[src/rtl/prot_pkg.sv]
package prot_pkg;

  typedef enum logic [2:0] {
    C_NONE  = 3'd0,
    C_THERM = 3'd1,
    C_DIS   = 3'd2,
    C_CLAMP = 3'd3,
    C_FLOOR = 3'd4,
    C_OVL   = 3'd5,
    C_DMAX  = 3'd6
  } cause_e;

  typedef enum logic [2:0] {
    S_OFF, S_SOFT, S_RUN, S_WAIT, S_PROBE
  } seq_e;

  // milliseconds to ticks of a clock given in kHz
  function automatic int ms_to_ticks(int ms, int khz);
    return ms * khz;
  endfunction

  function automatic int max3(int a, int b, int c);
    int m;
    m = (a > b) ? a : b;
    return (m > c) ? m : c;
  endfunction

  // trips[0]=thermal .. trips[5]=max duty; lowest index wins, code = index+1
  function automatic cause_e pick_cause(logic [5:0] trips);
    cause_e c;
    c = C_NONE;
    for (int i = 5; i >= 0; i--)
      if (trips[i]) c = cause_e'(3'(i + 1));
    return c;
  endfunction

endpackage

[src/rtl/prot_level_filter.sv]
module prot_level_filter #(
  parameter int HOLD = 4
) (
  input  logic clk,
  input  logic rst_n,
  input  logic en,
  input  logic lvl_i,
  output logic trip_o
);
  localparam int CW = $clog2(HOLD + 1);
  logic [CW-1:0] run_cnt;

  always_ff @(posedge clk or negedge rst_n) begin
    if (!rst_n)                run_cnt <= '0;
    else if (!en || !lvl_i)    run_cnt <= '0;
    else if (run_cnt != CW'(HOLD)) run_cnt <= run_cnt + 1'b1;
  end

  assign trip_o = en && lvl_i && (run_cnt == CW'(HOLD));
endmodule

[src/rtl/prot_cycle_counter.sv]
module prot_cycle_counter #(
  parameter int LIMIT  = 10,
  parameter bit UPDOWN = 1'b0
) (
  input  logic clk,
  input  logic rst_n,
  input  logic en,
  input  logic cyc_i,
  input  logic hit_i,
  output logic trip_o
);
  localparam int CW = $clog2(LIMIT + 1);
  logic [CW-1:0] cnt;

  generate
    if (UPDOWN) begin : g_updown
      always_ff @(posedge clk or negedge rst_n) begin
        if (!rst_n)   cnt <= '0;
        else if (!en) cnt <= '0;
        else if (cyc_i) begin
          if (hit_i) begin
            if (cnt != CW'(LIMIT)) cnt <= cnt + 1'b1;
          end else if (cnt != '0) begin
            cnt <= cnt - 1'b1;
          end
        end
      end
    end else begin : g_run
      always_ff @(posedge clk or negedge rst_n) begin
        if (!rst_n)   cnt <= '0;
        else if (!en) cnt <= '0;
        else if (cyc_i) begin
          if (!hit_i)                 cnt <= '0;
          else if (cnt != CW'(LIMIT)) cnt <= cnt + 1'b1;
        end
      end
    end
  endgenerate

  assign trip_o = en && cyc_i && hit_i && (cnt == CW'(LIMIT - 1));
endmodule

[src/rtl/prot_restart_seq.sv]
module prot_restart_seq #(
  parameter int LVL_W           = 3,
  parameter int CLK_KHZ         = 50000,
  parameter int FOSC_KHZ        = 60,
  parameter int OVL_CYC         = prot_pkg::ms_to_ticks(50, FOSC_KHZ),
  parameter int DMAX_RUN        = 10,
  parameter int CLAMP_HOLD      = CLK_KHZ / 2,
  parameter int DIS_HOLD        = prot_pkg::ms_to_ticks(1, CLK_KHZ),
  parameter int RESTART_CLK     = prot_pkg::ms_to_ticks(1000, CLK_KHZ),
  parameter int DIS_RESTART_CLK = prot_pkg::ms_to_ticks(500, CLK_KHZ),
  parameter int SS_STEP_CLK     = prot_pkg::ms_to_ticks(1, CLK_KHZ)
) (
  input  logic             clk,
  input  logic             rst_n,
  input  logic             start_i,
  input  logic             cyc_end_i,
  input  logic             cyc_ocp_i,
  input  logic             cyc_dmax_i,
  input  logic             clamp_i,
  input  logic             dis_i,
  input  logic             ot_i,
  input  logic             floor_to_i,
  output logic             pwm_en_o,
  output logic [LVL_W-1:0] ilim_lvl_o,
  output logic             probe_o,
  output logic [2:0]       cause_o
);
  import prot_pkg::*;

  localparam int TMAX = max3(RESTART_CLK, DIS_RESTART_CLK, SS_STEP_CLK);
  localparam int TW   = $clog2(TMAX + 1);
  localparam logic [LVL_W-1:0] TOP_LVL = {LVL_W{1'b1}};

  seq_e            state;
  logic [TW-1:0]   tmr;
  logic [LVL_W-1:0] step;
  cause_e          cause;

  // named internal events
  logic       sw_active, run_only;
  logic [5:0] trips;
  logic       trip_any;
  cause_e     trip_cause;
  logic       ss_step_done, wait_done;
  logic [TW-1:0] wait_last;

  assign sw_active = (state == S_SOFT) || (state == S_RUN);
  assign run_only  = (state == S_RUN);

  assign trips[0] = sw_active && ot_i;
  assign trips[3] = sw_active && floor_to_i;

  prot_level_filter #(.HOLD(DIS_HOLD)) u_dis_flt (
    .clk(clk), .rst_n(rst_n), .en(sw_active), .lvl_i(dis_i), .trip_o(trips[1]));

  prot_level_filter #(.HOLD(CLAMP_HOLD)) u_clamp_flt (
    .clk(clk), .rst_n(rst_n), .en(run_only), .lvl_i(clamp_i), .trip_o(trips[2]));

  prot_cycle_counter #(.LIMIT(OVL_CYC), .UPDOWN(1'b1)) u_ovl_cnt (
    .clk(clk), .rst_n(rst_n), .en(sw_active), .cyc_i(cyc_end_i),
    .hit_i(cyc_ocp_i), .trip_o(trips[4]));

  prot_cycle_counter #(.LIMIT(DMAX_RUN), .UPDOWN(1'b0)) u_dmax_cnt (
    .clk(clk), .rst_n(rst_n), .en(sw_active), .cyc_i(cyc_end_i),
    .hit_i(cyc_dmax_i), .trip_o(trips[5]));

  assign trip_any     = |trips;
  assign trip_cause   = pick_cause(trips);
  assign ss_step_done = (tmr == TW'(SS_STEP_CLK - 1));
  assign wait_last    = (cause == C_DIS) ? TW'(DIS_RESTART_CLK - 1) : TW'(RESTART_CLK - 1);
  assign wait_done    = (tmr == wait_last);

  always_ff @(posedge clk or negedge rst_n) begin
    if (!rst_n) begin
      state <= S_OFF;
      tmr   <= '0;
      step  <= '0;
      cause <= C_NONE;
    end else if (!start_i) begin
      state <= S_OFF;
      tmr   <= '0;
      step  <= '0;
      cause <= C_NONE;
    end else begin
      unique case (state)
        S_OFF: begin
          state <= S_SOFT;
          tmr   <= '0;
          step  <= '0;
        end
        S_SOFT, S_RUN: begin
          if (trip_any) begin
            state <= S_WAIT;
            tmr   <= '0;
            cause <= trip_cause;
          end else if (state == S_SOFT) begin
            if (ss_step_done) begin
              tmr <= '0;
              if (step == TOP_LVL) begin
                state <= S_RUN;
                cause <= C_NONE;
              end else begin
                step <= step + 1'b1;
              end
            end else begin
              tmr <= tmr + 1'b1;
            end
          end
        end
        S_WAIT: begin
          if (wait_done) begin
            tmr   <= '0;
            step  <= '0;
            state <= (cause == C_THERM) ? S_PROBE : S_SOFT;
          end else begin
            tmr <= tmr + 1'b1;
          end
        end
        S_PROBE: begin
          if (cyc_end_i) begin
            tmr   <= '0;
            step  <= '0;
            state <= ot_i ? S_WAIT : S_SOFT;
          end
        end
        default: state <= S_OFF;
      endcase
    end
  end

  assign pwm_en_o   = sw_active || (state == S_PROBE);
  assign ilim_lvl_o = sw_active ? step : '0;
  assign probe_o    = (state == S_PROBE);
  assign cause_o    = cause;
endmodule

[config.mk]
export PLATFORM = sky130hd
export DESIGN_NAME = prot_restart_seq
export DESIGN_NICKNAME = d
export VERILOG_FILES = /design/src/rtl/prot_pkg.sv /design/src/rtl/prot_level_filter.sv /design/src/rtl/prot_cycle_counter.sv /design/src/rtl/prot_restart_seq.sv
export SDC_FILE = /design/constraint.sdc
export NUM_CORES = 1
export LEC_CHECK = 0
export BUFFER_PORTS_ARGS = -buffer_cell sky130_fd_sc_hd__buf_4
export CORE_ASPECT_RATIO = 0.8
export CORE_MARGIN = 5
export CORE_UTILIZATION = 63
export CTS_CLUSTER_DIAMETER = 60
export DETAILED_ROUTE_END_ITERATION = 8
export GPL_TIMING_DRIVEN = 0
export PLACE_DENSITY = 0.79
export SLEW_MARGIN = 10
export SYNTH_ARGS = -nofsm -noshare
export SYNTH_HDL_FRONTEND = slang
export SYNTH_SLANG_ARGS = --single-unit
[constraint.sdc]
create_clock -name clk -period 2.7 [get_ports clk]
set_input_delay 0.135 -clock clk [delete_from_list [all_inputs] [get_ports clk]]
set_output_delay 0.135 -clock clk [all_outputs]
set_load 0.005 [all_outputs]
# After elaboration in Yosys (flattened, before gate mapping)
# Cells that the tools add are included.
# W data, S select, Z words.
# op_classes
n_lt_le_gt_ge,0
div_mod_pow,0
eq_ne,35
bitwise,0
mul,0
reduce_logical,31
addsub,7
shifts,0
muxes,52
# ops
op,count
$mux W26,7
$pmux W26 S4,1
$mux W3,28
$mux W12,5
$mux W16,2
$mux W15,2
$add A26 B1 Y26 const B,1
$eq A26 B16 Y1 const B,1
$eq A26 B26 Y1,1
$pmux W3 S4,2
$ne A3 B3 Y1 const B,6
$add A16 B1 Y16 const B,1
$eq A16 B16 Y1 const B,1
$mux W4,4
$ne A16 B16 Y1 const B,1
$ne A4 B4 Y1 const B,4
$add A15 B1 Y15 const B,1
$eq A15 B15 Y1 const B,1
$ne A15 B15 Y1 const B,1
$add A12 B1 Y12 const B,1
$eq A12 B12 Y1 const B,1
$ne A12 B12 Y1 const B,1
$reduce_bool A12 Y1,1
$sub A12 B1 Y12 const B,1
other kinds (24),50
# word_totals
elab_cells,133
inputBits,10
mem_count,0
ram_bits,0
ff_bits,82
latchBits,0
mem_bits_ro,0
out_inout_bits,8

# Logic depth before layout (Yosys ltp)
# Gate-level depths: netlist (run 1).
# logic_depth
word_depth,14
depth_mapped,11
mapped_depth_nobuf,9

# Cells and area by module
# Synthesis (run 1) repeated with hierarchy kept, for this count alone.
# unflattened
cells_unflattened,597
hier_area_um2,5306.3
# by_module_without_submodules
mod,seq_area_each_um2,area_each_um2,cells_each,n_inst
prot_restart_seq,875.8,2244.7,267,1
prot_cycle_counter at u_ovl_cnt,300.3,1024.7,115,1
prot_level_filter at u_dis_flt,400.4,943.4,101,1
prot_level_filter at u_clamp_flt,375.4,794.5,82,1
prot_cycle_counter at u_dmax_cnt,100.1,299.0,32,1

# Worst setup path after synthesis (run 1)
# OpenSTA, ideal clock, no wires.
# synth_path
path_kind,reg2reg
startpoint,register u_dis_flt.run_cnt[0]
endpoint,register tmr[9]
setup_time_ns,0.128
setup_slack_ns,0.251
path_stages_with_launch,12
arrival_time_ns,2.321
n_path_buf,2
period_less_slack_ns,2.449
required_ns,2.572
path_cell_list,dfrtp_1 -> inv_1 -> ha_1 -> nor4bb_1 -> nand4_1 -> o221ai_1 -> nor3_2 -> a31o_2 -> buf_2 -> buf_2 -> a31oi_1 -> o31ai_1
# synth_via
elab_chain_cells,6
word_cells_on_any_way,8
cone_classes,eq/ne: 2; mux: 3; reduce/logical: 3
# synth_lines
element,line,text
from (decl),prot_level_filter.sv:11,logic [CW-1:0] run_cnt;
from (signal assigned),prot_level_filter.sv:16,else if (run_cnt != CW'(HOLD)) run_cnt <= run_cnt + 1'b1;
$eq A16 B16 Y1 *,prot_level_filter.sv:19,assign trip_o = en && lvl_i && (run_cnt == CW'(HOLD));
$logic_and A1 B1 Y1 *,prot_level_filter.sv:19,
$reduce_or A6 Y1 *,prot_restart_seq.sv:67,assign trip_any = |trips;
$mux W26,prot_restart_seq.sv:92,if (trip_any) begin
$pmux W26 S4,prot_restart_seq.sv:85,unique case (state)
$mux W26,prot_restart_seq.sv:79,end else if (!start_i) begin
to (signal assigned),prot_restart_seq.sv:106,tmr <= tmr + 1'b1;
to (signal assigned),prot_restart_seq.sv:116,tmr <= tmr + 1'b1;
to (decl),prot_restart_seq.sv:35,logic [TW-1:0] tmr;
# Every way passes the cells marked *; elsewhere a longest branch is shown, timed or not.
# A chain may end at the register's enable or synchronous reset.

# Worst setup path after layout (run 1)
# layout_path
startpoint,register tmr[12]
endpoint,register step[0]
# layout_via
elab_chain_cells,3
word_cells_on_any_way,5
cone_classes,eq/ne: 4; reduce/logical: 1
# layout_lines
element,line,text
$eq A26 B16 Y1 or $eq A26 B26 Y1 (tied branches),"prot_restart_seq.sv:69, prot_restart_seq.sv:71",
$ne A3 B3 Y1 (no source line),--,
$reduce_and A7 Y1 (no source line) *,--,
to (signal assigned),prot_restart_seq.sv:103,step <= step + 1'b1;
to (decl),prot_restart_seq.sv:36,logic [LVL_W-1:0] step;
# Marks and branches as above.

==> flow_metrics.env, run 1 <==
export IMPL_cts_tree="yes"
export IMPL_layout_drive_gt1_share=0.1414
export IMPL_fin_nets=627
export IMPL_violations="negative setup slack"
export IMPL_pre_cts_slack_ns=-0.2998
export IMPL_overflow=0
export IMPL_core_sq_um=7874
export IMPL_antenna_found_initial=0
export IMPL_dr_pass1_iters=6
export IMPL_internal_power_uw=2403
export IMPL_cts_root_buf="clkbuf_8"
export IMPL_min_path_type="in2reg"
export IMPL_grt_util_met1=0.3676
export IMPL_placed_area_sq_um=5336
export IMPL_drt_total_wl_mm=12.05
export IMPL_vias_per_cell=6.334
export IMPL_ys_ff_latch=82
export IMPL_syn_nets=586
export IMPL_cp_arrival_ns=3.02
export IMPL_power_frac_comb=0.368
export IMPL_p_switching_uw=1431
export IMPL_grt_max_degree=83
export IMPL_cp_end_kind="register"
export IMPL_critPathMaxStageDelay_ns=0.53
export IMPL_synth_top_area_share=0.4044
export IMPL_synthTopCellsByCount="dfrtp_1, nor2_1, nand2_1, nand3_1, a21oi_1"
export IMPL_yosys_top_cells_area="dfrtp_1, ha_1, nor2_1"
export IMPL_grt_pass1_vias=4093
export IMPL_fp_dieArea_sq_um=9959
export IMPL_die_height_microns=90.27
export IMPL_synth_edf_count=0
export IMPL_synth_flop_cell="dfrtp_1"
export IMPL_cp_max_fo=5
export IMPL_route_detailed_drc=0
export IMPL_htree_levels=3
export IMPL_seqPwrFrac=0.386
export IMPL_power_uw=3834
export IMPL_leakagePower_uw=0.002472
export IMPL_finalCritPeriodShare=1.023
export IMPL_finalClockSkew_ns=0.01307
export IMPL_drv_cap=0
export IMPL_rows=29
export IMPL_max_slew_margin=0.3146
export IMPL_synth_area_mux_share=0.006165
export IMPL_grt_usage=0.2413
export IMPL_drt_iter0_markers=417
export IMPL_initial_utilization=0.6444
export IMPL_gr_usage_met2=0.3485
export IMPL_critPathKind="reg2reg"
export IMPL_die_w_microns=110.3
export IMPL_clock_power_share=0.246
export IMPL_synth_most_common_cell="dfrtp_1"
export IMPL_yosys_area_top_type="dfrtp_1"
export IMPL_area_growth_pct=14.06
export IMPL_synth_simple_area_share=0.2518
export IMPL_synth_xor_xnor_area_share=0.05869
export IMPL_status="finished, violations left"
export IMPL_setup_ws_ns=-0.06235
export IMPL_start_kind="register"
export IMPL_maxSlewViolCount=0
export IMPL_synth_fa_ha_area_frac=0.05327
export IMPL_synthArstFlopShare=1.000
export IMPL_use_met3=0.04861
export IMPL_ios=18
export IMPL_cpMaxStageDelayCell="or4_4"
export IMPL_crit_start="tmr[12]$_DFFE_PN0P_"
export IMPL_crit_buf_inv=1
export IMPL_ir_drop_uv=553.2
export IMPL_holdCritStartpoint="start_i"
export IMPL_ant_nets=0
export IMPL_synth_area_sq_um=5074
export IMPL_tightest_slew_ns=1.028
export IMPL_via_count=4491
export IMPL_syn_inst=555
export IMPL_gp_congestion=0.9724
export IMPL_period_minus_slack_ns=2.762
export IMPL_grt_busiest_layer="met1"
export IMPL_clkTransAtPathRegs_ns=0.09
export IMPL_clockBufferDepth=2
export IMPL_r2r_start="tmr[12]$_DFFE_PN0P_"
export IMPL_rsz0062_at_grt="yes"
export IMPL_synth_top_family_by_area="simple AND/OR/NAND/NOR gates"
export IMPL_setup_violations=6
export IMPL_wire_per_inst_microns=17.00
export IMPL_final_design_area_no_fill_sq_um=5787
export IMPL_dp_hpwl_mm=8.082
export IMPL_seq_area_frac_synth=0.4044
export IMPL_power_density_nw_per_um2=662.6
export IMPL_io_buffers=17
export IMPL_fin_util=0.7349
export IMPL_cts_buffers=9
export IMPL_crit_path_cell_trace="nor4_4 -> nand3_1 -> or4_4 -> buf_6 -> o31a_2 -> a211oi_4 -> a31oi_1 -> a22o_1"
export IMPL_fmax_ghz=0.3620
export IMPL_avgSynthCellArea_sq_um=9.142
export IMPL_insertion_delay_ns=0.36
export IMPL_synth_compound_area_frac=0.1938
export IMPL_n_antenna_cell=0
export IMPL_path_delay_family="compound AO/OA/AOI/OAI gates"
export IMPL_grt_pass1_wl_mm=19.51
export IMPL_yosysWarnings=0
export IMPL_sw_frac_of_total=0.3733
export IMPL_crit_required_ns=2.96
export IMPL_hold_violations=0
export IMPL_synth_cell_type_count=76
export IMPL_clock_sinks=82
## worst paths after layout
path,endpoint,slack [ns],depth (start not counted)
setup / recovery,step[0]$_DFFE_PN0P_,-0.06,8
hold / removal,cause_o[0]$_DFFE_PN0P_,0.07,2
setup reg to reg,step[0]$_DFFE_PN0P_,-0.06,8
hold reg to reg,step[1]$_DFFE_PN0P_,0.54,1
max in group asynchronous,tmr[12]$_DFFE_PN0P_,1.47,2
min in group asynchronous,u_dis_flt.run_cnt[9]$_DFFE_PN0P_,0.51,2
## cells by family (layout without fill, tap and decap cells)
logic type      count (synthesis)  after routing
fa+ha+maj                      21             21
mux                             3              3
simple gates                  242            242
flops                          82             82
xor+xnor                       34             34
buf+inv                        38             84
compound gates                135            135
## state kept, by name (all words and copies together) (netlist names)
| name | cells |
|---|---|
| cause_o | 3 |
| u_clamp_flt.run_cnt | 15 |
| state | 3 |
| tmr | 26 |
| u_ovl_cnt.cnt | 12 |
| u_dis_flt.run_cnt | 16 |
| step | 3 |
| u_dmax_cnt.cnt | 4 |
## layout make-up
| type | count | area [sq um] |
|---|---|---|
| Tap cell | 108 | 135.1 |
| Fill cell | 605 | 2087 |
| Multi-Input combinational cell | 435 | 2978 |
| Clock buffer | 10 | 137.6 |
| Timing Repair Buffer | 31 | 239.0 |
| Buffer | 15 | 87.58 |
| Inverter | 22 | 82.58 |
| Sequential cell | 82 | 2053 |
| Clock inverter | 6 | 73.82 |
## placed cells by master, fill, tap and decap left out, types with 4 or more instances in the layout
master | synthesis | layout
a21o_1 | 8 | 8
o31ai_1 | 11 | 10
buf_4 | 1 | 32
nand2_1 | 44 | 44
a21oi_1 | 27 | 27
and2_1 | 11 | 11
o21bai_1 | 8 | 8
nor4_1 | 4 | 4
clkbuf_1 | 7 | 6
a31oi_1 | 9 | 9
inv_1 | 22 | 22
clkbuf_8 | 0 | 10
nand4b_1 | 5 | 5
and3_1 | 10 | 10
ha_1 | 20 | 19
xnor2_1 | 15 | 15
xor2_1 | 19 | 19
nor2b_1 | 7 | 7
dfrtp_1 | 82 | 81
nor3_1 | 14 | 14
a22o_1 | 16 | 16
o21ai_0 | 13 | 13
nand2b_1 | 5 | 5
nand3_1 | 28 | 28
o22ai_1 | 6 | 6
or3_1 | 8 | 8
nor2_1 | 66 | 66
o41ai_1 | 5 | 4
nand4_1 | 10 | 10
## power by group through the flow
stage               sequential [uW]  combinational, uW  clock (uW)
finish                         1480               1410         944
global route                   1500               1550        1010
CTS                            1470               1340         960
detailed placement             1500               1300           0
global placement               1490               1260           0
floorplan                      1460                991           0
## through the flow
stage               cells  setup TNS [ns]  hold slack (ns)
detailed placement    680          -6.660           0.3767
floorplan             555               0          -0.1606
finish                709         -0.2431          0.06601
global route          709          -1.614          0.04575
global placement      680          -6.311           0.3746
CTS                   700               0          0.04416
## what timing repair did
item,in CTS,in global routing
hold endpoints to repair,39,0
pin swaps,4,9
gates resized for setup,9,20
buffers inserted,3,10
hold buffers,1,0
setup endpoints to repair,26,32
## per-layer routing
| metal | vias to the layer above | share of wire |
|---|---|---|
| met4 | 0 | 0.018 |
| li1 | 2118 | - |
| met2 | 165 | 0.45 |
| met5 | - | 0 |
| met1 | 2178 | 0.47 |
| met3 | 30 | 0.064 |
No activity file was read; power rests on OpenSTA's default activity.
==> inputs of run 2 (changes only) <==
--- a/config.mk
+++ b/config.mk
@@ -8,11 +8,11 @@
 export BUFFER_PORTS_ARGS = -buffer_cell sky130_fd_sc_hd__buf_4
 export CORE_ASPECT_RATIO = 0.8
 export CORE_MARGIN = 5
-export CORE_UTILIZATION = 63
+export CORE_UTILIZATION = 67
 export CTS_CLUSTER_DIAMETER = 60
 export DETAILED_ROUTE_END_ITERATION = 8
 export GPL_TIMING_DRIVEN = 0
-export PLACE_DENSITY = 0.79
+export PLACE_DENSITY = 0.83
 export SLEW_MARGIN = 10
 export SYNTH_ARGS = -nofsm -noshare
 export SYNTH_HDL_FRONTEND = slang
==> constraint.sdc (replaced) <==
create_clock -name clk -period 3.4 [get_ports clk]
set_input_delay 0.17 -clock clk [delete_from_list [all_inputs] [get_ports clk]]
set_output_delay 0.17 -clock clk [all_outputs]
set_load 0.05 [all_outputs]
==> run 2 against run 1 <==
Effect of this change: the flow finishes with violations (negative hold slack); die area is 5.4% lower; design area decreased by 4.6%; clock-buffer cell count unchanged; sequential share of layout area grew 1.7 points; final cell count fell by 2.3%; critical endpoint is now tmr[17]$_DFFE_PN0P_; clock skew down 0.0033 ns; largest power group unchanged; fmax decreased by 11%; setup slack better by 0.37 ns; core utilization increased by 1.2 points.
==> flow_metrics.env, run 2 (same netlist as run 1, synthesis figures left out) <==
export IMPL_ir_drop_uv=453.7
export IMPL_setup_tns_final_ns=0
export IMPL_fp_dieArea_sq_um=9424
export IMPL_min_path_type="in2async"
export IMPL_worst_r2r_setup_slack_ns=0.30
export IMPL_power_density_nw_per_um2=536.4
export IMPL_max_slew_margin=0.3249
export IMPL_hold_violations=7
export IMPL_grt_max_degree=83
export IMPL_grt_usage=0.2725
export IMPL_grt_pass1_vias=4337
export IMPL_wire_per_inst_microns=16.88
export IMPL_route_detailed_drc=0
export IMPL_critPathMaxStageDelay_ns=0.59
export IMPL_finalCritPeriodShare=0.9106
export IMPL_cts_tree="yes"
export IMPL_dr_pass1_iters=5
export IMPL_final_design_area_no_fill_sq_um=5519
export IMPL_dp_hpwl_mm=8.327
export IMPL_die_w_microns=107.3
export IMPL_cp_arrival_ns=3.35
export IMPL_maxSlewViolCount=0
export IMPL_drv_cap=0
export IMPL_area_growth_pct=8.779
export IMPL_fin_nets=614
export IMPL_largest_register_ffs=26
export IMPL_drt_total_wl_mm=11.70
export IMPL_fill_cells=563
export IMPL_placed_area_sq_um=5333
export IMPL_rows=28
export IMPL_cts_root_buf="clkbuf_8"
export IMPL_insertion_delay_ns=0.36
export IMPL_die_height_microns=87.84
export IMPL_clockBufferDepth=2
export IMPL_grt_pass1_wl_mm=20.73
export IMPL_antenna_found_initial=0
export IMPL_tightest_slew_ns=1.013
export IMPL_reg2regPathDepth=9
export IMPL_vias_per_cell=6.339
export IMPL_setup_violations=0
export IMPL_n_antenna_cell=0
export IMPL_start_kind="register"
export IMPL_postCtsSetupBuffers=0
export IMPL_ios=18
export IMPL_period_minus_slack_ns=3.096
export IMPL_regArea_sq_um=2052
export IMPL_cp_end_kind="register"
export IMPL_crit_required_ns=3.65
export IMPL_initial_utilization=0.6864
export IMPL_io_buffers=17
export IMPL_top_register="tmr"
export IMPL_cts_buffers=9
export IMPL_multi_input_area_sq_um=2860
export IMPL_cts_repair_resize_count=0
export IMPL_ant_nets=0
export IMPL_leakagePower_uw=0.002356
export IMPL_gp_congestion=0.9356
export IMPL_cp_max_fo=10
export IMPL_r2r_end="tmr[17]$_DFFE_PN0P_"
export IMPL_drt_iter0_markers=370
export IMPL_layout_commonest_cell="dfrtp_1"
export IMPL_htree_levels=3
export IMPL_layout_drive_gt1_share=0.1020
export IMPL_core_sq_um=7392
export IMPL_via_count=4393
export IMPL_fmax_ghz=0.3230
export IMPL_postCtsHoldBufs=0
export IMPL_violations="negative hold slack"
export IMPL_hold_ws_ns=-0.009003
export IMPL_r2r_start="u_dis_flt.run_cnt[0]$_DFFE_PN0P_"
export IMPL_rsz0062_at_grt="no"
export IMPL_status="finished, violations left"
export IMPL_reg_largest_list="tmr (26), u_dis_flt.run_cnt (16), u_clamp_flt.run_cnt (15)"
export IMPL_layout_common_cells="dfrtp_1, nor2_1, nand2_1"
export IMPL_finalClockSkew_ns=0.009723
export IMPL_overflow=0
export IMPL_crit_path_cell_trace="inv_1 -> ha_1 -> nor4bb_1 -> nand4_1 -> o221ai_1 -> nor3_2 -> a31oi_2 -> nor2_2 -> a31o_2"
export IMPL_cpMaxStageDelayCell="a31oi_2"
export IMPL_clkTransAtPathRegs_ns=0.09
export IMPL_clock_sinks=82
export IMPL_critPathKind="reg2reg"
run 2: how the worst max path moves through the flow:
stage	from	to	slack (ns)
after detailed placement	u_dis_flt.run_cnt[0]$_DFFE_PN0P_	tmr[17]$_DFFE_PN0P_	0.41
after CTS	u_dis_flt.run_cnt[0]$_DFFE_PN0P_	tmr[17]$_DFFE_PN0P_	0.39
final	u_dis_flt.run_cnt[0]$_DFFE_PN0P_	tmr[17]$_DFFE_PN0P_	0.30
after global routing	u_clamp_flt.run_cnt[0]$_DFFE_PN0N_	tmr[22]$_DFFE_PN0P_	0.15
after global placement	u_dis_flt.run_cnt[0]$_DFFE_PN0P_	tmr[17]$_DFFE_PN0P_	0.42
after floorplan	cause_o[1]$_DFFE_PN0P_	tmr[9]$_DFFE_PN0P_	0.95
run 2: where the power goes:
group / switching [uW] / total [uW] / leakage, uW / internal (uW)
Sequential: 112 / 1180 / 0.00113 / 1070
Combinational: 683 / 1120 / 0.00114 / 437
Clock: 371 / 663 / 0.0000855 / 291
run 2: area by class of cell:
class | count | share of cell area
Tap cell | 105 | 0.02380
Buffer | 16 | 0.01428
Multi-Input combinational cell | 435 | 0.5182
Timing Repair Buffer | 17 | 0.02312
Sequential cell | 82 | 0.3718
Inverter | 22 | 0.01496
Clock inverter | 6 | 0.008842
Clock buffer | 10 | 0.02494
run 2: layer usage:
layer,share of wire,wire length [microns],GRT usage
met5,0,0,0
met3,0.065,759,0.04348
met2,0.48,5564,0.4441
met1,0.45,5265,0.3848
met4,0.0094,110,0.07085
run 2: stage by stage:
stage               setup slack (ns)  power (uW)  utilization  std cells
global placement              0.4219        2250       0.7214        677
CTS                           0.3856        2956       0.7466        693
floorplan                     0.9501        2011            -        555
global route                  0.1457        3144       0.7466        693
finish                        0.3039        2960       0.7466        693
detailed placement            0.4101        2289       0.7214        677
run 2: worst max-delay path: cells and delay by family (launching register included):
family,cells,cell delay (ns)
fa+ha+maj,1,0.13
flops,1,0.44
buf+inv,1,0.08
simple gates,4,0.98
compound gates,3,1.37
==> inputs of run 3 (changes only) <==
--- a/config.mk
+++ b/config.mk
@@ -5,14 +5,15 @@
 export SDC_FILE = /design/constraint.sdc
 export NUM_CORES = 1
 export LEC_CHECK = 0
+export ABC_AREA = 1
 export BUFFER_PORTS_ARGS = -buffer_cell sky130_fd_sc_hd__buf_4
 export CORE_ASPECT_RATIO = 0.8
 export CORE_MARGIN = 5
-export CORE_UTILIZATION = 67
+export CORE_UTILIZATION = 69
 export CTS_CLUSTER_DIAMETER = 60
 export DETAILED_ROUTE_END_ITERATION = 8
 export GPL_TIMING_DRIVEN = 0
-export PLACE_DENSITY = 0.83
+export PLACE_DENSITY = 0.85
 export SLEW_MARGIN = 10
 export SYNTH_ARGS = -nofsm -noshare
 export SYNTH_HDL_FRONTEND = slang
==> run 3 against run 2 <==
Effect of this change: the flow still finishes with violations (negative hold slack); power up 22%; flip-flop and latch count unchanged; core utilization grew 1.4 points; sequential power up 3%; critical path type unchanged; largest cell class unchanged.
==> flow_metrics.env, run 3 <==
export IMPL_hold_ws_ns=-0.008830
export IMPL_htree_levels=3
export IMPL_reg2regPathDepth=12
export IMPL_via_count=6729
export IMPL_yosys_top_cells_area="dfrtp_1, nand2_1, nand3_1"
export IMPL_avgSynthCellArea_sq_um=6.524
export IMPL_fill_cells=668
export IMPL_synth_flop_cell="dfrtp_1"
export IMPL_power_density_nw_per_um2=530.7
export IMPL_tightest_slew_ns=1.036
export IMPL_cts_root_buf="clkbuf_16"
export IMPL_setup_tns_final_ns=0
export IMPL_worst_r2r_setup_slack_ns=0.58
export IMPL_seq_area_frac_synth=0.3300
export IMPL_io_buffers=16
export IMPL_multi_input_area_sq_um=3551
export IMPL_layout_drive_gt1_share=0.07310
export IMPL_violations="negative hold slack"
export IMPL_syn_inst=953
export IMPL_insertion_delay_ns=0.35
export IMPL_regArea_sq_um=2052
export IMPL_cts_buffers=9
export IMPL_max_slew_margin=0.3091
export IMPL_clock_sinks=82
export IMPL_initial_utilization=0.6969
export IMPL_die_height_microns=94.90
export IMPL_layout_common_cells="nand2_1, inv_1, nand3_1"
export IMPL_route_detailed_drc=0
export IMPL_top_register="tmr"
export IMPL_synth_area_sq_um=6217
export IMPL_antenna_found_initial=0
export IMPL_die_w_microns=116.1
export IMPL_area_growth_pct=9.096
export IMPL_drv_cap=0
export IMPL_ys_ff_latch=82
export IMPL_synth_top_area_share=0.3300
export IMPL_r2r_start="tmr[0]$_DFFE_PN0P_"
export IMPL_ant_nets=0
export IMPL_postCtsSetupBuffers=0
export IMPL_grt_usage=0.3511
export IMPL_cp_max_fo=8
export IMPL_reg_largest_list="tmr (26), u_dis_flt.run_cnt (16), u_clamp_flt.run_cnt (15)"
export IMPL_synthArstFlopShare=1.000
export IMPL_start_kind="register"
export IMPL_critPathKind="reg2reg"
export IMPL_crit_path_cell_trace="ha_1 -> nand2_1 -> nor2_4 -> nand3_1 -> inv_1 -> nand4_1 -> nor2_1 -> nor2_1 -> nor3_2 -> nand2_1 -> nand2_1 -> nand2_1"
export IMPL_n_antenna_cell=0
export IMPL_cp_arrival_ns=3.05
export IMPL_fp_dieArea_sq_um=11020
export IMPL_r2r_end="step[0]$_DFFE_PN0P_"
export IMPL_grt_pass1_wl_mm=30.35
export IMPL_drt_iter0_markers=811
export IMPL_postCtsHoldBufs=0
export IMPL_fmax_ghz=0.3545
export IMPL_cts_repair_resize_count=0
export IMPL_drt_total_wl_mm=18.56
export IMPL_leakagePower_uw=0.003406
export IMPL_clkTransAtPathRegs_ns=0.07
export IMPL_largest_register_ffs=26
export IMPL_grt_max_degree=83
export IMPL_period_minus_slack_ns=2.821
export IMPL_cp_end_kind="register"
export IMPL_clockBufferDepth=2
export IMPL_synth_edf_count=0
export IMPL_fin_util=0.7603
export IMPL_grt_pass1_vias=6264
export IMPL_finalClockSkew_ns=0.009166
export IMPL_dr_pass1_iters=6
export IMPL_dp_hpwl_mm=13.60
export IMPL_yosys_area_top_type="dfrtp_1"
export IMPL_status="finished, violations left"
export IMPL_synth_cell_type_count=42
export IMPL_syn_nets=984
export IMPL_layout_commonest_cell="nand2_1"
export IMPL_core_sq_um=8921
export IMPL_synthTopCellsByCount="nand2_1, inv_1, nand3_1, nor2_1, dfrtp_1"
export IMPL_yosysWarnings=0
export IMPL_critPathMaxStageDelay_ns=0.51
export IMPL_cts_tree="yes"
export IMPL_hold_violations=3
export IMPL_wire_per_inst_microns=16.87
export IMPL_crit_required_ns=3.63
export IMPL_crit_start="tmr[0]$_DFFE_PN0P_"
export IMPL_crit_path_frequent_cell="nand2_1"
export IMPL_cpMaxStageDelayCell="dfrtp_1"
export IMPL_gp_congestion=0.9913
export IMPL_setup_violations=0
export IMPL_vias_per_cell=6.117
export IMPL_finalCritPeriodShare=0.8297
export IMPL_maxSlewViolCount=0
export IMPL_synth_most_common_cell="nand2_1"
export IMPL_ios=18
export IMPL_rsz0062_at_grt="no"
export IMPL_overflow=0
export IMPL_power_uw=3599
export IMPL_min_path_type="in2async"
export IMPL_ir_drop_uv=593.2
export IMPL_rows=31
export IMPL_fin_nets=1011
[run 3: cell count changes after synthesis, moves of 10 or more]
| cell | previous run | this run |
|---|---|---|
| nand2_1 | 44 | 268 |
| inv_1 | 22 | 121 |
| nand3_1 | 28 | 111 |
| nor2_1 | 66 | 103 |
| o21ai_0 | 13 | 43 |
| nand4_1 | 10 | 36 |
| nor3_1 | 14 | 37 |
| a22o_1 | 16 | 0 |
| xnor2_1 | 15 | 1 |
| o31ai_1 | 11 | 0 |
| and3_1 | 10 | 0 |
[run 3: critical path: cells and delay by family, from the launching register on]
kind	cells	cell delay (ns)
flip-flops	1	0.51
buffers and inverters	1	0.18
AND/OR/NAND/NOR	10	1.62
adder cells (fa/ha/maj)	1	0.39
[run 3: kinds of logic (layout without fill, tap and decap cells)]
| logic type | Yosys count | in the layout | share of synthesized area |
|---|---|---|---|
| simple gates | 583 | 583 | 0.4174 |
| buf+inv | 153 | 185 | 0.09881 |
| compound gates | 96 | 96 | 0.08493 |
| flops | 82 | 82 | 0.3300 |
| fa+ha+maj | 21 | 21 | 0.04347 |
| xor+xnor | 18 | 18 | 0.02536 |
[run 3: area by class of cell]
type	instances	share of cell area
tap	115	0.02121
multi-input combinational	718	0.5235
sequential	82	0.3025
buffer	26	0.02029
clock inverter	6	0.01070
clock buffer	10	0.03376
inverter	127	0.07028
timing repair buffer	16	0.01771
[run 3: how the worst max path moves through the flow]
stage / endpoint / slack [ns]
global route: step[0]$_DFFE_PN0P_ / 0.54
global placement: step[1]$_DFFE_PN0P_ / 0.88
finish: step[0]$_DFFE_PN0P_ / 0.58
floorplan: tmr[15]$_DFFE_PN0P_ / 1.29
detailed placement: step[0]$_DFFE_PN0P_ / 0.81
CTS: step[0]$_DFFE_PN0P_ / 0.76
[run 3: per-layer routing]
| layer | wire length [microns] | vias up | part of all wire | track usage |
|---|---|---|---|---|
| li1 | - | 3153 | - | - |
| met1 | 7906 | 3069 | 0.43 | 0.4909 |
| met2 | 8062 | 451 | 0.43 | 0.5321 |
| met3 | 2170 | 56 | 0.12 | 0.09225 |
| met4 | 420 | 0 | 0.023 | 0.1150 |
| met5 | 0 | - | 0 | 0 |
[run 3: metrics by stage]
stage | std cells | worst slack [ns] | cell area, sq um
after global placement | 1084 | 0.8779 | 6481
final | 1100 | 0.5791 | 6783
after CTS | 1100 | 0.7632 | 6783
after floorplan | 953 | 1.292 | 6217
after global routing | 1100 | 0.5372 | 6783
after detailed placement | 1084 | 0.8119 | 6481
[run 3: power by group]
group / total, uW / internal, uW / switching (uW)
sequential: 1220 / 1080 / 137
clock: 1000 / 580 / 423
combinational: 1380 / 406 / 971
total: 3600 / 2070 / 1530
